**config.mk**
```make
export PLATFORM = sky130hd
export DESIGN_NAME = dport_alloc
export DESIGN_NICKNAME = d
export VERILOG_FILES = /design/src/rtl/dpa_pkg.sv /design/src/rtl/dpa_lane.sv /design/src/rtl/dpa_occ_bank.sv /design/src/rtl/dpa_weight_bank.sv /design/src/rtl/dport_alloc.sv
export SDC_FILE = /design/constraint.sdc
export NUM_CORES = 1
export LEC_CHECK = 0
export ABC_AREA = 1
export BUFFER_PORTS_ARGS = -buffer_cell sky130_fd_sc_hd__buf_2
export CORE_UTILIZATION = 30
export DETAILED_ROUTE_END_ITERATION = 7
export GPL_TIMING_DRIVEN = 0
export PLACE_DENSITY = 0.43
export RECOVER_POWER = 100
export SYNTH_ARGS = -nofsm -noshare
export SYNTH_HDL_FRONTEND = slang
export SYNTH_SLANG_ARGS = --single-unit
```
**constraint.sdc**
```tcl
create_clock -name clk -period 82.2 [get_ports clk]
set_input_delay 16.44 -clock clk [delete_from_list [all_inputs] [get_ports clk]]
set_output_delay 16.44 -clock clk [all_outputs]
set_load 0.005 [all_outputs]
```
**src/rtl/dpa_pkg.sv**
```systemverilog
package dpa_pkg;

   // Index width for n items, at least one bit.
   function automatic int unsigned idx_w(input int unsigned n);
      return (n > 1) ? $clog2(n) : 1;
   endfunction

   // Add one, holding at maxv.
   function automatic int unsigned sat_inc(input int unsigned v, input int unsigned maxv);
      return (v >= maxv) ? maxv : v + 1;
   endfunction

   // Subtract d, holding at zero.
   function automatic int unsigned floor_sub(input int unsigned v, input int unsigned d);
      return (d >= v) ? 0 : v - d;
   endfunction

endpackage

```
**src/rtl/dpa_lane.sv**
```systemverilog
// One dispatch slot: filters candidate ports against station capacity and
// the per-cycle quota, then picks the lightest port. Lanes are chained so
// a later slot sees the allocations of the earlier ones.
module dpa_lane
   import dpa_pkg::*;
#(
   parameter int unsigned NPORT   = 14,
   parameter int unsigned NSTN    = 14,
   parameter int unsigned OCC_W   = 6,
   parameter int unsigned DSP_W   = 2,
   parameter int unsigned WT_W    = 4,
   parameter int unsigned LOC_W   = 2,
   parameter int unsigned PORT_STN [NPORT] = '{default: 0},
   parameter int unsigned PORT_LOC [NPORT] = '{default: 0},
   parameter int unsigned STN_CAP  [NSTN]  = '{default: 1},
   parameter int unsigned STN_RATE [NSTN]  = '{default: 1},
   localparam int unsigned PW = idx_w(NPORT),
   localparam int unsigned SW = idx_w(NSTN)
) (
   input  logic              vld_i,
   input  logic              exc_i,
   input  logic              blk_i,
   input  logic [NPORT-1:0]  mask_i,
   input  logic [OCC_W-1:0]  occ_i [NSTN],
   input  logic [DSP_W-1:0]  dsp_i [NSTN],
   input  logic [WT_W-1:0]   wt_i  [NPORT],
   output logic              take_o,
   output logic              alloc_o,
   output logic              blk_o,
   output logic [PW-1:0]     pick_o,
   output logic [SW-1:0]     stn_o,
   output logic [LOC_W-1:0]  loc_o,
   output logic [OCC_W-1:0]  occ_o [NSTN],
   output logic [DSP_W-1:0]  dsp_o [NSTN],
   output logic [WT_W-1:0]   wt_o  [NPORT]
);

   localparam int unsigned WT_MAX = (1 << WT_W) - 1;

   logic [NPORT-1:0] elig;
   logic             found;
   logic [WT_W-1:0]  best_w;

   // Candidate filter: capacity and per-cycle quota of the mapped station.
   always_comb begin
      for (int p = 0; p < NPORT; p++) begin
         elig[p] = mask_i[p]
                   && (occ_i[PORT_STN[p]] < OCC_W'(STN_CAP[PORT_STN[p]]))
                   && (dsp_i[PORT_STN[p]] < DSP_W'(STN_RATE[PORT_STN[p]]));
      end
   end

   // Lowest weight wins; strict compare keeps the lowest index on ties.
   always_comb begin
      found  = 1'b0;
      best_w = '1;
      pick_o = '0;
      for (int p = 0; p < NPORT; p++) begin
         if (elig[p] && (!found || wt_i[p] < best_w)) begin
            found  = 1'b1;
            best_w = wt_i[p];
            pick_o = PW'(p);
         end
      end
   end

   always_comb begin
      stn_o = '0;
      loc_o = '0;
      for (int p = 0; p < NPORT; p++) begin
         if (pick_o == PW'(p)) begin
            stn_o = SW'(PORT_STN[p]);
            loc_o = LOC_W'(PORT_LOC[p]);
         end
      end
   end

   assign take_o  = vld_i && !blk_i && (exc_i || found);
   assign alloc_o = take_o && !exc_i;
   assign blk_o   = blk_i || (vld_i && !exc_i && !found);

   // Hand the updated bookkeeping to the next slot.
   always_comb begin
      for (int s = 0; s < NSTN; s++) begin
         if (alloc_o && stn_o == SW'(s)) begin
            occ_o[s] = occ_i[s] + 1'b1;
            dsp_o[s] = dsp_i[s] + 1'b1;
         end else begin
            occ_o[s] = occ_i[s];
            dsp_o[s] = dsp_i[s];
         end
      end
      for (int p = 0; p < NPORT; p++) begin
         if (alloc_o && pick_o == PW'(p))
            wt_o[p] = WT_W'(sat_inc(32'(wt_i[p]), WT_MAX));
         else
            wt_o[p] = wt_i[p];
      end
   end

endmodule

```
**src/rtl/dpa_occ_bank.sv**
```systemverilog
// Station occupancy registers: take the post-allocation values and apply
// the issue releases routed through the port-to-station map.
module dpa_occ_bank
   import dpa_pkg::*;
#(
   parameter int unsigned NPORT = 14,
   parameter int unsigned NSTN  = 14,
   parameter int unsigned OCC_W = 6,
   parameter int unsigned PORT_STN [NPORT] = '{default: 0},
   parameter int unsigned STN_CAP  [NSTN]  = '{default: 1}
) (
   input  logic             clk,
   input  logic             rst_n,
   input  logic [OCC_W-1:0] occ_upd [NSTN],
   input  logic [NPORT-1:0] issue_i,
   output logic [OCC_W-1:0] occ_q   [NSTN]
);

   logic [OCC_W-1:0] occ_d [NSTN];

   always_comb begin
      for (int s = 0; s < NSTN; s++) begin
         int unsigned rel;
         rel = 0;
         for (int p = 0; p < NPORT; p++) begin
            if (issue_i[p] && PORT_STN[p] == s) rel = rel + 1;
         end
         occ_d[s] = OCC_W'(floor_sub(32'(occ_upd[s]), rel));
      end
   end

   always_ff @(posedge clk) begin
      if (!rst_n) begin
         for (int s = 0; s < NSTN; s++) occ_q[s] <= '0;
      end else begin
         for (int s = 0; s < NSTN; s++) occ_q[s] <= occ_d[s];
      end
   end

   for (genvar s = 0; s < NSTN; s++) begin : g_chk
      // the filter keeps every station within its capacity
      a_r2_occ_within_cap: assert property (@(posedge clk) disable iff (!rst_n)
         occ_q[s] <= OCC_W'(STN_CAP[s]));
   end

endmodule

```
**src/rtl/dpa_weight_bank.sv**
```systemverilog
// Per-port load weights with floor-at-zero release on issue.
module dpa_weight_bank
   import dpa_pkg::*;
#(
   parameter int unsigned NPORT = 14,
   parameter int unsigned WT_W  = 4
) (
   input  logic             clk,
   input  logic             rst_n,
   input  logic [WT_W-1:0]  wt_upd [NPORT],
   input  logic [NPORT-1:0] issue_i,
   output logic [WT_W-1:0]  wt_q   [NPORT]
);

   always_ff @(posedge clk) begin
      if (!rst_n) begin
         for (int p = 0; p < NPORT; p++) wt_q[p] <= '0;
      end else begin
         for (int p = 0; p < NPORT; p++)
            wt_q[p] <= WT_W'(floor_sub(32'(wt_upd[p]), 32'(issue_i[p])));
      end
   end

   for (genvar p = 0; p < NPORT; p++) begin : g_chk
      // a saturated weight with no release stays at the maximum
      a_r6_wt_no_wrap: assert property (@(posedge clk) disable iff (!rst_n)
         ($past(rst_n) && $past(wt_q[p]) == '1 && !$past(issue_i[p])) |-> wt_q[p] == '1);
   end

endmodule

```
**src/rtl/dport_alloc.sv**
```systemverilog
module dport_alloc
   import dpa_pkg::*;
#(
   parameter int unsigned NPORT   = 14,
   parameter int unsigned NSTN    = 14,
   parameter int unsigned LANES   = 2,
   parameter int unsigned OCC_W   = 6,
   parameter int unsigned DSP_W   = 2,
   parameter int unsigned WT_W    = 4,
   parameter int unsigned LOC_W   = 2,
   parameter int unsigned STALL_W = 16,
   parameter int unsigned PORT_STN [NPORT] = '{0, 1, 2, 3, 4, 5, 6, 7, 8, 9, 10, 11, 12, 13},
   parameter int unsigned PORT_LOC [NPORT] = '{default: 0},
   parameter int unsigned STN_CAP  [NSTN]  = '{24, 26, 16, 12, 28, 28, 12, 12, 12, 12, 36, 36, 36, 36},
   parameter int unsigned STN_RATE [NSTN]  = '{default: 1},
   localparam int unsigned PW = idx_w(NPORT),
   localparam int unsigned SW = idx_w(NSTN)
) (
   input  logic                        clk,
   input  logic                        rst_n,
   input  logic [LANES-1:0]            slot_vld,
   input  logic [LANES-1:0]            slot_exc,
   input  logic [LANES-1:0]            slot_opr,
   input  logic [LANES-1:0][NPORT-1:0] slot_ports,
   input  logic [NPORT-1:0]            issue_pulse,
   output logic [LANES-1:0]            slot_rdy,
   output logic                        in_stall,
   output logic [LANES-1:0]            grant_vld,
   output logic [LANES-1:0][PW-1:0]    grant_port,
   output logic [LANES-1:0][SW-1:0]    grant_stn,
   output logic [LANES-1:0][LOC_W-1:0] grant_lport,
   output logic [LANES-1:0]            grant_opr,
   output logic [LANES-1:0]            exc_done,
   output logic [STALL_W-1:0]          stall_cnt
);

   // Elaboration-time parameter checks.
   initial begin
      assert (LANES >= 1) else $error("LANES must be at least 1");
      for (int p = 0; p < NPORT; p++) begin
         assert (PORT_STN[p] < NSTN) else $error("port %0d maps past last station", p);
         assert (PORT_LOC[p] < (1 << LOC_W)) else $error("port %0d local index too wide", p);
      end
      for (int s = 0; s < NSTN; s++) begin
         assert (STN_CAP[s] >= 1 && STN_CAP[s] < (1 << OCC_W))
            else $error("station %0d capacity out of range", s);
         assert (STN_RATE[s] >= 1 && STN_RATE[s] < (1 << DSP_W))
            else $error("station %0d quota out of range", s);
      end
   end

   logic [OCC_W-1:0] occ_q  [NSTN];
   logic [WT_W-1:0]  wt_q   [NPORT];

   logic [OCC_W-1:0] occ_li [LANES][NSTN];
   logic [OCC_W-1:0] occ_lo [LANES][NSTN];
   logic [DSP_W-1:0] dsp_li [LANES][NSTN];
   logic [DSP_W-1:0] dsp_lo [LANES][NSTN];
   logic [WT_W-1:0]  wt_li  [LANES][NPORT];
   logic [WT_W-1:0]  wt_lo  [LANES][NPORT];

   logic [LANES-1:0] blk_li, blk_lo, take, alloc;
   logic [PW-1:0]    pick  [LANES];
   logic [SW-1:0]    stn   [LANES];
   logic [LOC_W-1:0] loc   [LANES];

   // Slot chain: lane 0 starts from the registered state and a fresh quota.
   for (genvar l = 0; l < LANES; l++) begin : g_lane
      if (l == 0) begin : g_head
         assign occ_li[0] = occ_q;
         assign wt_li[0]  = wt_q;
         assign dsp_li[0] = '{default: '0};
         assign blk_li[0] = 1'b0;
      end else begin : g_link
         assign occ_li[l] = occ_lo[l-1];
         assign wt_li[l]  = wt_lo[l-1];
         assign dsp_li[l] = dsp_lo[l-1];
         assign blk_li[l] = blk_lo[l-1];
      end

      dpa_lane #(
         .NPORT(NPORT), .NSTN(NSTN), .OCC_W(OCC_W), .DSP_W(DSP_W),
         .WT_W(WT_W), .LOC_W(LOC_W),
         .PORT_STN(PORT_STN), .PORT_LOC(PORT_LOC),
         .STN_CAP(STN_CAP), .STN_RATE(STN_RATE)
      ) u_lane (
         .vld_i   (slot_vld[l]),
         .exc_i   (slot_exc[l]),
         .blk_i   (blk_li[l]),
         .mask_i  (slot_ports[l]),
         .occ_i   (occ_li[l]),
         .dsp_i   (dsp_li[l]),
         .wt_i    (wt_li[l]),
         .take_o  (take[l]),
         .alloc_o (alloc[l]),
         .blk_o   (blk_lo[l]),
         .pick_o  (pick[l]),
         .stn_o   (stn[l]),
         .loc_o   (loc[l]),
         .occ_o   (occ_lo[l]),
         .dsp_o   (dsp_lo[l]),
         .wt_o    (wt_lo[l])
      );
   end

   dpa_occ_bank #(
      .NPORT(NPORT), .NSTN(NSTN), .OCC_W(OCC_W),
      .PORT_STN(PORT_STN), .STN_CAP(STN_CAP)
   ) u_occ (
      .clk     (clk),
      .rst_n   (rst_n),
      .occ_upd (occ_lo[LANES-1]),
      .issue_i (issue_pulse),
      .occ_q   (occ_q)
   );

   dpa_weight_bank #(
      .NPORT(NPORT), .WT_W(WT_W)
   ) u_wt (
      .clk     (clk),
      .rst_n   (rst_n),
      .wt_upd  (wt_lo[LANES-1]),
      .issue_i (issue_pulse),
      .wt_q    (wt_q)
   );

   assign slot_rdy = take;
   assign in_stall = blk_lo[LANES-1];

   always_ff @(posedge clk) begin
      if (!rst_n) begin
         grant_vld   <= '0;
         grant_port  <= '0;
         grant_stn   <= '0;
         grant_lport <= '0;
         grant_opr   <= '0;
         exc_done    <= '0;
         stall_cnt   <= '0;
      end else begin
         for (int l = 0; l < LANES; l++) begin
            grant_vld[l]   <= alloc[l];
            grant_port[l]  <= pick[l];
            grant_stn[l]   <= stn[l];
            grant_lport[l] <= loc[l];
            grant_opr[l]   <= alloc[l] && slot_opr[l];
            exc_done[l]    <= take[l] && slot_exc[l];
         end
         if (in_stall && stall_cnt != '1) stall_cnt <= stall_cnt + 1'b1;
      end
   end

   // a stall always leaves some valid slot unconsumed
   a_r4_stall_leaves_slot: assert property (@(posedge clk) disable iff (!rst_n)
      in_stall |-> (slot_vld & ~slot_rdy) != '0);

   // each stalled cycle advances the counter by one until saturation
   a_r4_stall_count_step: assert property (@(posedge clk) disable iff (!rst_n)
      ($past(rst_n) && $past(in_stall) && $past(stall_cnt) != '1)
      |-> stall_cnt == $past(stall_cnt) + 1'b1);

   for (genvar l = 0; l < LANES; l++) begin : g_chk
      // a grant follows a consumed non-exception slot
      a_r9_grant_from_take: assert property (@(posedge clk) disable iff (!rst_n)
         grant_vld[l] |-> $past(slot_rdy[l] && !slot_exc[l]));
      // an exception slot never receives a port
      a_r8_exc_no_grant: assert property (@(posedge clk) disable iff (!rst_n)
         exc_done[l] |-> !grant_vld[l]);
      // an empty slot is never consumed
      a_r10_idle_not_taken: assert property (@(posedge clk) disable iff (!rst_n)
         !slot_vld[l] |-> !slot_rdy[l]);
   end

endmodule

```
### Word level (Yosys, flattened, before mapping)

Cells that the tools add are included.
W data, S select, Z words.

| word-level totals | value |
|---|---|
| register bits | 178 |
| bits in latches | 0 |
| RAM bits | 0 |
| bits in read-only memories | 0 |
| input bits | 50 |
| output and inout bits | 45 |
| word-level logic and storage cells | 747 |
| memories kept | 0 |

| operators by class | value |
|---|---|
| add/sub/neg operators | 85 |
| multipliers | 0 |
| divide/modulo/power cells | 0 |
| order comparisons | 124 |
| equality and inequality tests | 53 |
| shift-type cells | 0 |
| multiplexer cells | 218 |
| bitwise logic cells | 1 |
| reductions and logical operators | 230 |

Operators with widths:

| kind | number |
|---|---|
| $mux W4 | 106 |
| $ge A32 B6 Y1 | 12 |
| $add A6 B1 Y6 const B | 28 |
| $mux W6 | 28 |
| $logic_and A1 B1 Y1 | 138 |
| $add A4 B1 Y4 const B | 28 |
| $ge A4 B4 Y1 const B | 28 |
| $lt A4 B4 Y1 | 26 |
| $eq A4 B4 Y1 const B | 24 |
| $sub A6 B6 Y6 | 12 |
| $eq A4 B3 Y1 const B | 16 |
| $lt A6 B4 Y1 const B | 10 |
| $lt A6 B5 Y1 const B | 10 |
| $mux W1 | 60 |
| $ge A1 B4 Y1 | 14 |
| $reduce_or A2 Y1 | 28 |
| $sub A4 B1 Y4 | 14 |
| $lt A6 B6 Y1 const B | 8 |
| $mux W3 | 16 |
| $eq A4 B2 Y1 const B | 8 |
| $logic_not A1 Y1 | 31 |
| $logic_or A1 B1 Y1 | 29 |
| $add A16 B1 Y16 const B | 1 |
| $eq A4 B1 Y1 const B | 4 |
| 7 further kinds | 32 |

### Longest topological paths before layout

| depth | value |
|---|---|
| word-level depth | 147 |
| mapped depth | 258 |
| gate-level depth less buffers | 253 |

### Cells and area by module

From an unflattened synthesis, not the netlist that was laid out.

| unflattened totals | value |
|---|---|
| cells, all modules | 3,792 |
| area, all modules | 22,033.6 um2 |

By module, submodules not included:

| module | times used | cells each | area an instance (um2) | seq. area each (um2) |
|---|---|---|---|---|
| dpa_lane at g_lane[1].u_lane | 1 | 1,336 | 6,980.4 | 0.0 |
| dpa_lane at g_lane[0].u_lane | 1 | 1,348 | 6,712.7 | 0.0 |
| dpa_occ_bank | 1 | 524 | 4,065.1 | 1,681.6 |
| dpa_weight_bank | 1 | 351 | 2,636.3 | 1,121.1 |
| dport_alloc | 1 | 233 | 1,639.1 | 840.8 |

### Least setup slack after synthesis

No wires, ideal clock.

| timing path | value |
|---|---|
| path kind | input to output |
| start | input port slot_ports[0] (netlist name) |
| end | output port slot_rdy[1] |
| data arrival time | 32.304 ns |
| data required time | 65.760 ns |
| slack | 33.456 ns |
| stages | 129 |
| buffers on the path | 5 |
| cell sequence | inv_1 > nor2_4 > nand2_1 > nor2_1 > ha_1 > a21oi_1 > nand2_2 > nand2_4 > nand2_4 > o21ai_0 > ha_1 > nand3_1 > nand2_1 > inv_2 > nand2_2 > nand2_4 > nand2_4 > o21ai_0 > [93 not listed] > a31oi_4 > nor2_1 > o21ai_0 > or2_2 > or2_2 > or2_2 > or2_2 > or2_2 > or2_2 > or2_2 > or2_2 > nor2_1 > o21ai_0 > nor2_1 > nand2_1 > nand2_1 > inv_1 > buf_4 |

| on the way | value |
|---|---|
| word-level cells in the longest chain between the ends | 129 |
| elaborated cells between the ends (all ways) | 348 |
| classes of those cells | order compare: 54; eq/ne: 26; mux: 122; reduce/logical: 146 |

Ends and longest elaborated chain:

| item | RTL line | source |
|---|---|---|
| start, declared | dport_alloc.sv:24 | `input logic [LANES-1:0][NPORT-1:0] slot_ports,` |
| $logic_and A1 B1 Y1 (*) | dpa_lane.sv:48 | `&& (occ_i[PORT_STN[p]] < OCC_W'(STN_CAP[PORT_STN[p]]))` |
| $mux W4 / $mux W1 (equally long branches) | dpa_lane.sv:59 | `if (elig[p] && (!found \|\| wt_i[p] < best_w)) begin` |
| $lt A4 B4 Y1 / $logic_not A1 Y1 (equally long branches) | dpa_lane.sv:59 |  |
| $logic_or A1 B1 Y1 | dpa_lane.sv:59 |  |
| $logic_and A1 B1 Y1 | dpa_lane.sv:59 |  |
| $mux W4 / $mux W1 (equally long branches) | dpa_lane.sv:59 |  |
| $lt A4 B4 Y1 / $logic_not A1 Y1 (equally long branches) | dpa_lane.sv:59 |  |
| $logic_or A1 B1 Y1 | dpa_lane.sv:59 |  |
| [113 not listed] | n/a |  |
| $logic_and A1 B1 Y1 | dpa_lane.sv:59 |  |
| $mux W4 / $mux W1 (equally long branches) | dpa_lane.sv:59 |  |
| $lt A4 B4 Y1 / $logic_not A1 Y1 (equally long branches) | dpa_lane.sv:59 |  |
| $logic_or A1 B1 Y1 | dpa_lane.sv:59 |  |
| $logic_and A1 B1 Y1 | dpa_lane.sv:59 |  |
| $mux W1 | dpa_lane.sv:59 |  |
| $logic_or A1 B1 Y1 | dpa_lane.sv:78 | `assign take_o = vld_i && !blk_i && (exc_i \|\| found);` |
| $logic_and A1 B1 Y1 (*) | dpa_lane.sv:78 |  |
| end, declared | dport_alloc.sv:26 | `output logic [LANES-1:0] slot_rdy,` |

Every way passes the cells marked *; elsewhere a longest branch is shown, timed or not.

### Worst setup path after layout

| timing path | value |
|---|---|
| start | input port slot_ports[0] (netlist name) |
| end | output port in_stall |

| on the way | value |
|---|---|
| word-level cells in the longest chain between the ends | 130 |
| elaborated cells between the ends (all ways) | 347 |
| classes of those cells | order compare: 54; eq/ne: 26; mux: 122; reduce/logical: 145 |

Ends and longest elaborated chain:

| item | RTL line | source |
|---|---|---|
| $logic_and A1 B1 Y1 (*) | dpa_lane.sv:48 |  |
| $mux W4 / $mux W1 (equally long branches) | dpa_lane.sv:59 |  |
| $lt A4 B4 Y1 / $logic_not A1 Y1 (equally long branches) | dpa_lane.sv:59 |  |
| $logic_or A1 B1 Y1 | dpa_lane.sv:59 |  |
| $logic_and A1 B1 Y1 | dpa_lane.sv:59 |  |
| $mux W4 / $mux W1 (equally long branches) | dpa_lane.sv:59 |  |
| $lt A4 B4 Y1 / $logic_not A1 Y1 (equally long branches) | dpa_lane.sv:59 |  |
| $logic_or A1 B1 Y1 | dpa_lane.sv:59 |  |
| [114 not listed] | n/a |  |
| $mux W4 / $mux W1 (equally long branches) | dpa_lane.sv:59 |  |
| $lt A4 B4 Y1 / $logic_not A1 Y1 (equally long branches) | dpa_lane.sv:59 |  |
| $logic_or A1 B1 Y1 | dpa_lane.sv:59 |  |
| $logic_and A1 B1 Y1 | dpa_lane.sv:59 |  |
| $mux W1 | dpa_lane.sv:59 |  |
| $logic_not A1 Y1 | dpa_lane.sv:80 | `assign blk_o = blk_i \|\| (vld_i && !exc_i && !found);` |
| $logic_and A1 B1 Y1 | dpa_lane.sv:80 |  |
| $logic_or A1 B1 Y1 (*) | dpa_lane.sv:80 |  |
| end, declared | dport_alloc.sv:27 | `output logic in_stall,` |

Marks and branches as above.

==> flow_summary.yaml <==
clock_network:
  cts_buffers: 17
  htreeDepth: 4
  clk_path_buf_depth: 2
  cts.sinks: 178
  clkLatencyLatePin_ns: 0.50
  cts_tree: "built"
  cts-resized-gates: 0
  cts.root.buffer_cell: "clkbuf_16"
  postCtsSetupBuffers: 0
  path_clk_slew_ns: 0.07
  postCtsHoldBufs: 0
placement:
  portBuffers: 90
  gp_congestion: 0.891
  dp_hpwl_um: 46800
  dpl_cell_area_um2: 20500
  dp_cells: 3965
yosys:
  synth_edf_count: 0
  synthArstFlopShare_pct: 0
  syn_area_per_cell_um2: 6.26
  seq_area_frac_synth_pct: 18.7
  ys_seq_elements: 178
  ys_types: 64
  synthCells: 3035
  synth_ff_type: "dfxtp_1"
  syn_area_um2: 19000
  yosysWarnings: 0
setup_path:
  criticalPathCategory: "in -> out"
  crit_fanout: 10
  cp.arrival_ns: 39.57
  reg2reg_slack_ns: 43.79
  critical-path-max-stage-delay_ns: 0.57
  cp_common_cell: "nand2_1"
  crit_path_start_kind: "primary input"
  r2r_cells: 218
  timing.rr.start: "u_occ.occ_q[83]$_SDFF_PP0_"
  regToRegEndpoint: "u_wt.wt_q[35]$_SDFF_PP0_"
  endpoint_kind: "output pin"
  cp_slowest_cell: "nand4_1"
  cp.required_ns: 65.76
  startpoint: "slot_ports[0]"
finish:
  post-route-util_pct: 33.2
  fin_nets: 3378
  drive_above_1_share_pct: 8.96
  most-common-layout-cells: "nand2_1 (770), inv_1 (404), nor2_1 (401), nand3_1 (288), ha_1 (181)"
  fin_cells: 3998
  post-route-cell-area_um2: 20600
  area_delta_synth_final_pct: 8.40
  fillers: 6987
  final_common_cell: "nand2_1"
route:
  wl_um: 57100
  num_vias: 18600
  firstDrtPassIters: 5
  wire_per_inst_um: 14.3
  drtAntennaViolNets: 0
  drt_iter0_markers: 942
  viasPerCell: 4.65
  drc_errors: 0
floorplanning:
  dieHeight_um: 254
  start_util_pct: 30.6
  die_w_um: 254
  die_area_um2: 64400
  rows: 91
  core_um2: 62200
  io_pins: 95
global_routing:
  antenna_found_initial: 2
  grt_first_pass_wirelength_um: 91600
  grt_max_degree: 18
  grt_pass1_vias: 17700
  grtUsageTotal_pct: 18.2
  grt.overflow.total: 0
sta:
  finalCriticalPeriod_ns: 56.01
  clock.fmax_mhz: 17.9
  setup_violations: 0
  worst_slew_pin_slew_ns: 1.30
  drv_slew: 0
  hold_violations: 0
  setup_tns_ns: 0
  post-route-period-util_pct: 68.1
  slew_headroom_pct: 12.7
  clock_skew_ns: 0.0163
  rsz0062_at_grt: "no"
hold_path:
  holdPathEnd: "u_occ.occ_q[53]$_SDFF_PP0_"
  min_from: "u_occ.occ_q[53]$_SDFF_PP0_"
  hp-class: "reg -> reg"
  hold_depth: 2
outcome:
  status: "complete, no violations"
run:
  cap_violations: 0
==> critical path: cells and delay by family <==
kind / cells / cell delay, ns
fa+ha+maj: 13 / 4.02
compound gates: 17 / 5.12
simple gates: 82 / 11.80
buf+inv: 18 / 2.11
==> synthesized netlist by cell type, drive strengths merged (19+ instances only) <==
cell | count | area share [%]
buf | 32 | 1.6
a21oi | 96 | 2.5
ha | 181 | 12
o21a | 22 | 0.87
a31oi | 19 | 0.70
xor2 | 110 | 5.1
nor3 | 42 | 1.1
nor2 | 423 | 9.0
o21ai | 163 | 4.6
xnor2 | 45 | 2.1
inv | 437 | 8.6
nand2 | 830 | 18
or2 | 27 | 0.89
nand3 | 298 | 8.4
nand4 | 36 | 1.4
dfxtp | 178 | 19
==> kinds of logic after synthesis <==
| group | count (synthesis) | share of synthesized area, % |
|---|---|---|
| compound gates | 330 | 10.0 |
| xor+xnor | 155 | 7.14 |
| fa+ha+maj | 181 | 11.9 |
| buf+inv | 486 | 10.9 |
| flops | 178 | 18.7 |
| mux | 15 | 0.862 |
| other cells | 1 | 0.0197 |
| simple gates | 1689 | 40.5 |
==> flip-flops by register name (all words and copies together) (netlist names) <==
name and flops:
stall_cnt 16, grant_port 8, grant_vld 2, u_occ.occ_q 84, grant_opr 2, u_wt.wt_q 56
grant_stn 8, exc_done 2
==> routing by layer <==
layer / wire length (µm) / global-route usage [%]
met5: 0 / 0
met4: 988 / 5.56
met3: 1980 / 2.71
met2: 25300 / 29.2
met1: 28800 / 24.8
==> area by class of cell <==
cell class	count	area, µm²	area share, %
timing repair buffer	90	413	2.00
buffer	43	278	1.35
multi-input combinational	2374	13000	63.2
antenna	1	2.50	0.0121
clock buffer	19	453	2.20
sequential	178	3560	17.3
clock inverter	13	139	0.674
tap	837	1050	5.08
inverter	443	1680	8.15
==> through the flow <==
step / hold slack, ns / setup WS, ns
after global routing: 0.509 / 23.73
after CTS: 0.484 / 29.03
after floorplan: 0.453 / 33.46
after detailed placement: 0.471 / 29.11
final: 0.480 / 26.19
after global placement: 0.464 / 29.20
==> worst max path at each step <==
stage | end | cells past startpoint
after floorplan | slot_rdy[1] | 129
after global placement | in_stall | 128
after detailed placement | in_stall | 128
after CTS | in_stall | 128
after global routing | in_stall | 134
final | in_stall | 130
Power is not shown: default switching activity piles up to over one toggle a cycle in this logic, so the estimate is an artifact.
